### config.mk
export PLATFORM = sky130hd
export DESIGN_NAME = fpFlagCompare
export DESIGN_NICKNAME = d
export VERILOG_FILES = /design/src/rtl/fcmp_pkg.sv /design/src/rtl/fcmpClassify.sv /design/src/rtl/fcmpCtrl.sv /design/src/rtl/fcmpDatapath.sv /design/src/rtl/fpFlagCompare.sv
export SDC_FILE = /design/constraint.sdc
export NUM_CORES = 1
export LEC_CHECK = 0
export BUFFER_PORTS_ARGS = -buffer_cell sky130_fd_sc_hd__buf_2
export CAP_MARGIN = 20
export CORE_MARGIN = 5
export CORE_UTILIZATION = 45
export DETAILED_ROUTE_END_ITERATION = 12
export GPL_ROUTABILITY_DRIVEN = 1
export PLACE_DENSITY = 0.68
export SLEW_MARGIN = 20
export SYNTH_ARGS = -nofsm -noshare
export SYNTH_HDL_FRONTEND = slang
export SYNTH_HIERARCHICAL = 1
export SYNTH_SLANG_ARGS = --single-unit
### constraint.sdc
create_clock -name clk -period 8.26 [get_ports clk]
set_clock_uncertainty 0.15 [all_clocks]
set_input_delay 1.652 -clock clk [delete_from_list [all_inputs] [get_ports clk]]
set_output_delay 1.652 -clock clk [all_outputs]
set_load 0.1 [all_outputs]
### src/rtl/fcmp_pkg.sv
package fcmp_pkg;
  localparam int FP_MAX_W = 64;

  typedef struct packed {
    logic useImm;   // condition failed: take immediate flags
    logic sigAll;   // every NaN raises invalid
    logic useZero;  // second operand forced to +0
    logic dbl;      // double precision select
  } fcmpStrobe_t;

  typedef struct packed {
    logic                  isNan;
    logic                  isSnan;
    logic                  isZero;
    logic                  sign;
    logic [FP_MAX_W-2:0]   mag;
  } fpClass_t;
endpackage

### src/rtl/fcmpClassify.sv
module fcmpClassify
  import fcmp_pkg::*;
#(
  parameter int EXP_W = 11,
  parameter int MAN_W = 52
) (
  input  logic [EXP_W+MAN_W:0] val,
  output fpClass_t             cls
);
  localparam int MAG_W = EXP_W + MAN_W;

  logic [EXP_W-1:0] expField;
  logic [MAN_W-1:0] manField;

  assign expField = val[MAG_W-1:MAN_W];
  assign manField = val[MAN_W-1:0];

  always_comb begin
    cls        = '0;
    cls.sign   = val[MAG_W];
    cls.isNan  = (&expField) && (|manField);
    cls.isSnan = cls.isNan && !manField[MAN_W-1];
    cls.isZero = (val[MAG_W-1:0] == '0);
    cls.mag    = {{(FP_MAX_W-1-MAG_W){1'b0}}, val[MAG_W-1:0]};
  end
endmodule

### src/rtl/fcmpCtrl.sv
module fcmpCtrl
  import fcmp_pkg::*;
(
  input  logic        clk,
  input  logic        rstN,
  input  logic        dblSel,
  input  logic        zeroCmp,
  input  logic        sigMode,
  input  logic        condMode,
  input  logic [3:0]  condCode,
  input  logic [3:0]  flagsIn,
  output fcmpStrobe_t strobe
);
  logic fN, fZ, fC, fV;
  logic baseTest, condTrue;

  assign {fN, fZ, fC, fV} = flagsIn;

  always_comb begin
    unique case (condCode[3:1])
      3'b000:  baseTest = fZ;
      3'b001:  baseTest = fC;
      3'b010:  baseTest = fN;
      3'b011:  baseTest = fV;
      3'b100:  baseTest = fC && !fZ;
      3'b101:  baseTest = (fN == fV);
      3'b110:  baseTest = !fZ && (fN == fV);
      default: baseTest = 1'b1;
    endcase
    if (condCode[3:1] == 3'b111) condTrue = 1'b1;
    else                         condTrue = baseTest ^ condCode[0];
  end

  assign strobe.useImm  = condMode && !condTrue;
  assign strobe.sigAll  = sigMode;
  assign strobe.useZero = zeroCmp;
  assign strobe.dbl     = dblSel;

  // the always-true codes never fail
  p_always_true_r8: assert property (@(posedge clk) disable iff (!rstN)
    (condCode[3:1] == 3'b111) |-> !strobe.useImm);

  // without conditional mode the compare always runs
  p_plain_compare_r7: assert property (@(posedge clk) disable iff (!rstN)
    !condMode |-> !strobe.useImm);
endmodule

### src/rtl/fcmpDatapath.sv
module fcmpDatapath
  import fcmp_pkg::*;
#(
  parameter int DBL_EXP = 11,
  parameter int DBL_MAN = 52,
  parameter int SGL_EXP = 8,
  parameter int SGL_MAN = 23
) (
  input  logic                    clk,
  input  logic                    rstN,
  input  fcmpStrobe_t             strobe,
  input  logic [DBL_EXP+DBL_MAN:0] opA,
  input  logic [DBL_EXP+DBL_MAN:0] opB,
  input  logic [3:0]              immFlags,
  output logic [3:0]              flagsOut,
  output logic                    invalidOut
);
  localparam int DW = DBL_EXP + DBL_MAN + 1;
  localparam int SW = SGL_EXP + SGL_MAN + 1;

  logic [DW-1:0] opnd [2];
  fpClass_t      dblCls [2];
  fpClass_t      sglCls [2];
  fpClass_t      sel    [2];

  assign opnd[0] = opA;
  assign opnd[1] = strobe.useZero ? '0 : opB;

  for (genvar i = 0; i < 2; i++) begin : g_lane
    fcmpClassify #(.EXP_W(DBL_EXP), .MAN_W(DBL_MAN)) u_dbl (
      .val (opnd[i]),
      .cls (dblCls[i])
    );
    fcmpClassify #(.EXP_W(SGL_EXP), .MAN_W(SGL_MAN)) u_sgl (
      .val (opnd[i][SW-1:0]),
      .cls (sglCls[i])
    );
    assign sel[i] = strobe.dbl ? dblCls[i] : sglCls[i];
  end

  logic unord, bothZero, isEq, isLt, badOp;
  logic [3:0] cmpFlags, nextFlags;
  logic nextInvalid;

  always_comb begin
    unord    = sel[0].isNan || sel[1].isNan;
    bothZero = sel[0].isZero && sel[1].isZero;
    isEq     = bothZero || (sel[0].sign == sel[1].sign && sel[0].mag == sel[1].mag);
    if (bothZero)
      isLt = 1'b0;
    else if (sel[0].sign != sel[1].sign)
      isLt = sel[0].sign;
    else if (sel[0].sign)
      isLt = sel[0].mag > sel[1].mag;
    else
      isLt = sel[0].mag < sel[1].mag;
    badOp    = strobe.sigAll ? unord : (sel[0].isSnan || sel[1].isSnan);
    cmpFlags = unord ? 4'b0011 : {isLt, isEq, !isLt, 1'b0};
    if (strobe.useImm) begin
      nextFlags   = immFlags;
      nextInvalid = 1'b0;
    end else begin
      nextFlags   = cmpFlags;
      nextInvalid = badOp;
    end
  end

  always_ff @(posedge clk) begin
    if (!rstN) begin
      flagsOut   <= '0;
      invalidOut <= 1'b0;
    end else begin
      flagsOut   <= nextFlags;
      invalidOut <= nextInvalid;
    end
  end

  // unordered compare gives the fixed pattern
  p_unordered_r1: assert property (@(posedge clk) disable iff (!rstN)
    (!strobe.useImm && unord) |=> (flagsOut == 4'b0011));

  // ordered compare clears V and never sets N together with C
  p_ordered_r2: assert property (@(posedge clk) disable iff (!rstN)
    (!strobe.useImm && !unord) |=> (!flagsOut[0] && (flagsOut[3] != flagsOut[1])));

  // failed condition loads the immediate and keeps invalid low
  p_imm_load_r6: assert property (@(posedge clk) disable iff (!rstN)
    strobe.useImm |=> (flagsOut == $past(immFlags) && !invalidOut));

  // signaling mode flags every NaN
  p_sig_invalid_r9: assert property (@(posedge clk) disable iff (!rstN)
    (!strobe.useImm && strobe.sigAll && unord) |=> invalidOut);

  // equality implies C
  p_eq_has_c_r2: assert property (@(posedge clk) disable iff (!rstN)
    (flagsOut[2] && !flagsOut[0] && !$past(strobe.useImm)) |-> flagsOut[1]);
endmodule

### src/rtl/fpFlagCompare.sv
module fpFlagCompare
  import fcmp_pkg::*;
#(
  parameter int DBL_EXP = 11,
  parameter int DBL_MAN = 52,
  parameter int SGL_EXP = 8,
  parameter int SGL_MAN = 23
) (
  input  logic                     clk,
  input  logic                     rstN,
  input  logic [DBL_EXP+DBL_MAN:0] opA,
  input  logic [DBL_EXP+DBL_MAN:0] opB,
  input  logic                     dblSel,
  input  logic                     zeroCmp,
  input  logic                     sigMode,
  input  logic                     condMode,
  input  logic [3:0]               condCode,
  input  logic [3:0]               flagsIn,
  input  logic [3:0]               immFlags,
  output logic [3:0]               flagsOut,
  output logic                     invalidOut
);
  fcmpStrobe_t strobe;

  fcmpCtrl u_ctrl (
    .clk      (clk),
    .rstN     (rstN),
    .dblSel   (dblSel),
    .zeroCmp  (zeroCmp),
    .sigMode  (sigMode),
    .condMode (condMode),
    .condCode (condCode),
    .flagsIn  (flagsIn),
    .strobe   (strobe)
  );

  fcmpDatapath #(
    .DBL_EXP (DBL_EXP),
    .DBL_MAN (DBL_MAN),
    .SGL_EXP (SGL_EXP),
    .SGL_MAN (SGL_MAN)
  ) u_dp (
    .clk        (clk),
    .rstN       (rstN),
    .strobe     (strobe),
    .opA        (opA),
    .opB        (opB),
    .immFlags   (immFlags),
    .flagsOut   (flagsOut),
    .invalidOut (invalidOut)
  );
endmodule

==> summary.md <==
| Metric | Value |
|---|---|
| Final HPWL from detailed placement | `between 10000 and 15000 um` |
| Highest cell delay on the worst timing path | `slightly above 0.7 ns` |
| Vias | `4529` |
| Fraction of layout cells with a size suffix above 1 | `between 30% and 40%` |
| DRT iter0 DRCs | `201` |
| Total CTS buffers | `3` |
| Max Cap Viol | `0` |
| WP buf/inv | `2` |
| Multi-input logic area | `between 0.004 and 0.005 mm2` |
| CTS H-tree lvls | `1` |
| Post-synthesis simple-gate area fraction | `22.5%` |
| Critical path depth in cells | `12` |
| IO buf count | `150` |
| Top_reg_cell synth | `dfxtp_1` |
| CTS Buffer Depth | `2` |
| Cell count after synthesis | `between 700 and 800` |
| Area growth syn-to-layout | `-11.7%` |
| VDD IR-drop max | `approximately 39 uV` |
| CP required | `~8.3 ns` |
| Drt drc | `0` |
| Warnings from Yosys | `6` |
| Seq cells post-synth | `5` |
| Leak Pwr | `0.00249 uW` |
| FF/Latch Area | `roughly 100 um2` |
| Wire per inst | `~15 um` |
| Slew Limit Fails | `0` |
| RSZ-0062 raised after global routing | `false` |
| Number of fill cells | `1430` |
| Starting Density | `45.2%` |
| Clock Tree Root | `clkbuf_16` |
| Via-to-Cell Ratio | `a little over 5` |
| First-pass GRT wire length | `~22000 um` |
| Async SR Flop Fraction | `0%` |
| Die width | `between 100 and 150 um` |
| Routed WL | `13500 um` |
| Global placement routability congestion | `a little under 0.9` |
| Total power | `a little under 400 uW` |
| Most frequent cells in the layout | `149 x buf_2, 66 x nor2b_1, 65 x mux2i_1, 64 x mux2_2, 64 x conb_1` |
| PostCTS Resize Cnt | `0` |
| Period utilisation layout | `62.9%` |
| Number of routed nets with antenna violations | `0` |
| Synth Area in XOR/XNOR | `less than 1%` |
| Clock Sink Count | `5` |
| Main combinational cell family by area after synthesis | `buffers and inverters` |
| Initial antenna violation count | `2` |
| CTS hold repair buffers | `0` |
| PD cells | `71.2 mW/mm2` |
| # nets final | `between 900 and 1000` |
| Crit path DAT | `5.20 ns` |
| Largest net degree at the start of global routing | `about 110` |
| EDFF count, synth | `0` |
| Final setup TNS | `0 ns` |
| Crit end category | `flip-flop` |
| Worst path cell trace | `buf_6 -> buf_4 -> mux2_2 -> ha_1 -> a211oi_1 -> o21bai_1 -> o21bai_1 -> a31oi_1 -> a2111oi_2 -> o211ai_2 -> a21bo_1 -> a31oi_2` |
| Post-synthesis sequential area ratio | `1.61%` |
| Setup ws final | `between 3 and 4 ns` |
| Slew @ Worst Pin | `just over 1 ns` |
| Hold slack | `~1.5 ns` |
| 1st-pass router iterations | `4` |
| Setup crit start kind | `input port` |
| Worst hold path depth | `2` |
| Multiplexer share of the synthesized area | `between 20% and 30%` |
| Final setup fails | `0` |
| Top delay family on crit path | `compound AO/OA/AOI/OAI gates` |
| Status | `finished clean` |
| Post-Synth Adder-Cell Area | `12.7%` |
| Synthesized area | `a little over 0.006 mm2` |
| Pre-CTS setup slack | `2.84 ns` |
| Number of distinct library cells after synthesis | `between 50 and 60` |
| Critical path's slowest cell | `buf_6` |
| GRT Util Overall | `16.1%` |
| CTS tree | `built` |
| Commonest non-fill, non-tap cell in the layout | `buf_2` |
| Post-synthesis compound-gate area fraction | `7.06%` |
| Core area | `~0.014 mm2` |
| Clk slew on worst S/H paths | `~0.03 ns` |
| Placed cells | `between 800 and 900` |
| Synthesized area per cell | `between 7 and 8 um2` |
| CP Max Fanout | `around 110` |
| Ports | `151` |
| Critical path's most frequent cell | `o21bai_1` |
| Hold Crit Class | `in -> reg` |
| Final Non-Filler Cells | `just under 900` |
| Area of the die | `around 0.016 mm2` |
| Vias in the first global route | `around 4300` |
| Number of hold violations in the final report | `0` |
| Die Span Y | `around 130 um` |
| FP Rows | `43` |
| GRT Residual Overflow | `0` |
| Rel. slew slack | `roughly a third` |
| Peak Freq | `approximately 190 MHz` |
| Crit Path Category | `in -> reg` |
| Postcts setup bufs | `0` |
| Minimum clock period | `around 5.2 ns` |
==> sequential cells by signal (all words and copies together) (netlist names) <==
signal           cells
u_dp/flagsOut        4
u_dp/invalidOut      1
==> cells by family (layout without fill, tap and decap cells) <==
| logic type | after synthesis | count (layout) |
|---|---|---|
| fa+ha+maj | 63 | 63 |
| simple gates | 222 | 222 |
| other cells | 2 | 66 |
| buf+inv | 285 | 160 |
| mux | 130 | 130 |
| flops | 5 | 5 |
| xor+xnor | 3 | 3 |
| compound gates | 66 | 66 |
==> area by class of cell <==
cell class                      instances  share of cell area (%)
Multi-Input combinational cell        548                    78.2
Sequential cell                         5                    1.83
Clock buffer                            4                    1.44
Tap cell                              180                    4.11
Inverter                                4                   0.274
Antenna cell                            2                  0.0914
Timing Repair Buffer                  152                    14.1
==> report_power, final <==
part | switching (uW) | internal (uW) | total (uW)
combinational | 155 | 130 | 285
sequential | 0.380 | 26.3 | 26.6
clock | 14.7 | 63.9 | 78.6
==> cell usage after synthesis (all sizes together) (2+ instances only) <==
library cell | instances | area share [%]
a2111oi | 3 | 0.52
a211oi | 4 | 0.48
a21o | 4 | 0.48
a21oi | 29 | 2.3
a221oi | 3 | 0.42
a31oi | 2 | 0.30
and4 | 10 | 1.4
buf | 271 | 32
clkbuf | 10 | 0.60
conb | 2 | 0.12
dfxtp | 5 | 1.6
ha | 63 | 13
inv | 4 | 0.24
mux2 | 64 | 12
mux2i | 65 | 10
nand2 | 23 | 1.4
nand3 | 16 | 1.4
nand4 | 21 | 2.3
nand4b | 2 | 0.28
nor2 | 11 | 0.75
nor2b | 66 | 6.7
nor3 | 14 | 1.3
nor4 | 46 | 5.3
o211ai | 2 | 0.32
o21ai | 9 | 0.79
o21bai | 2 | 0.24
or2 | 3 | 0.30
or4 | 5 | 0.73
xor2 | 2 | 0.28
==> per-stage QoR <==
step	area (um2)	util, %
6_report	5480	39.9
5_1_grt	5480	39.9
4_1_cts	5470	39.9
3_5_place_dp	5390	39.3
3_3_place_gp	5390	39.3
2_1_floorplan	6440	-
==> layer usage <==
metal | routed length (um) | share of wire [%] | track usage (%) | vias to the layer above
met2 | 6770 | 50 | 29.3 | 105
li1 | - | - | - | 2378
met5 | 0 | 0 | 0 | -
met4 | 125 | 0.92 | 2.65 | 0
met1 | 6020 | 44 | 20.8 | 2038
met3 | 633 | 4.7 | 1.51 | 8
==> path summary, 6_finish.rpt <==
path,startpoint,end
worst max-delay path,dblSel,u_dp/flagsOut[1]
worst min-delay path,rstN,u_dp/flagsOut[2]
No activity file was read; power rests on OpenSTA's default activity.
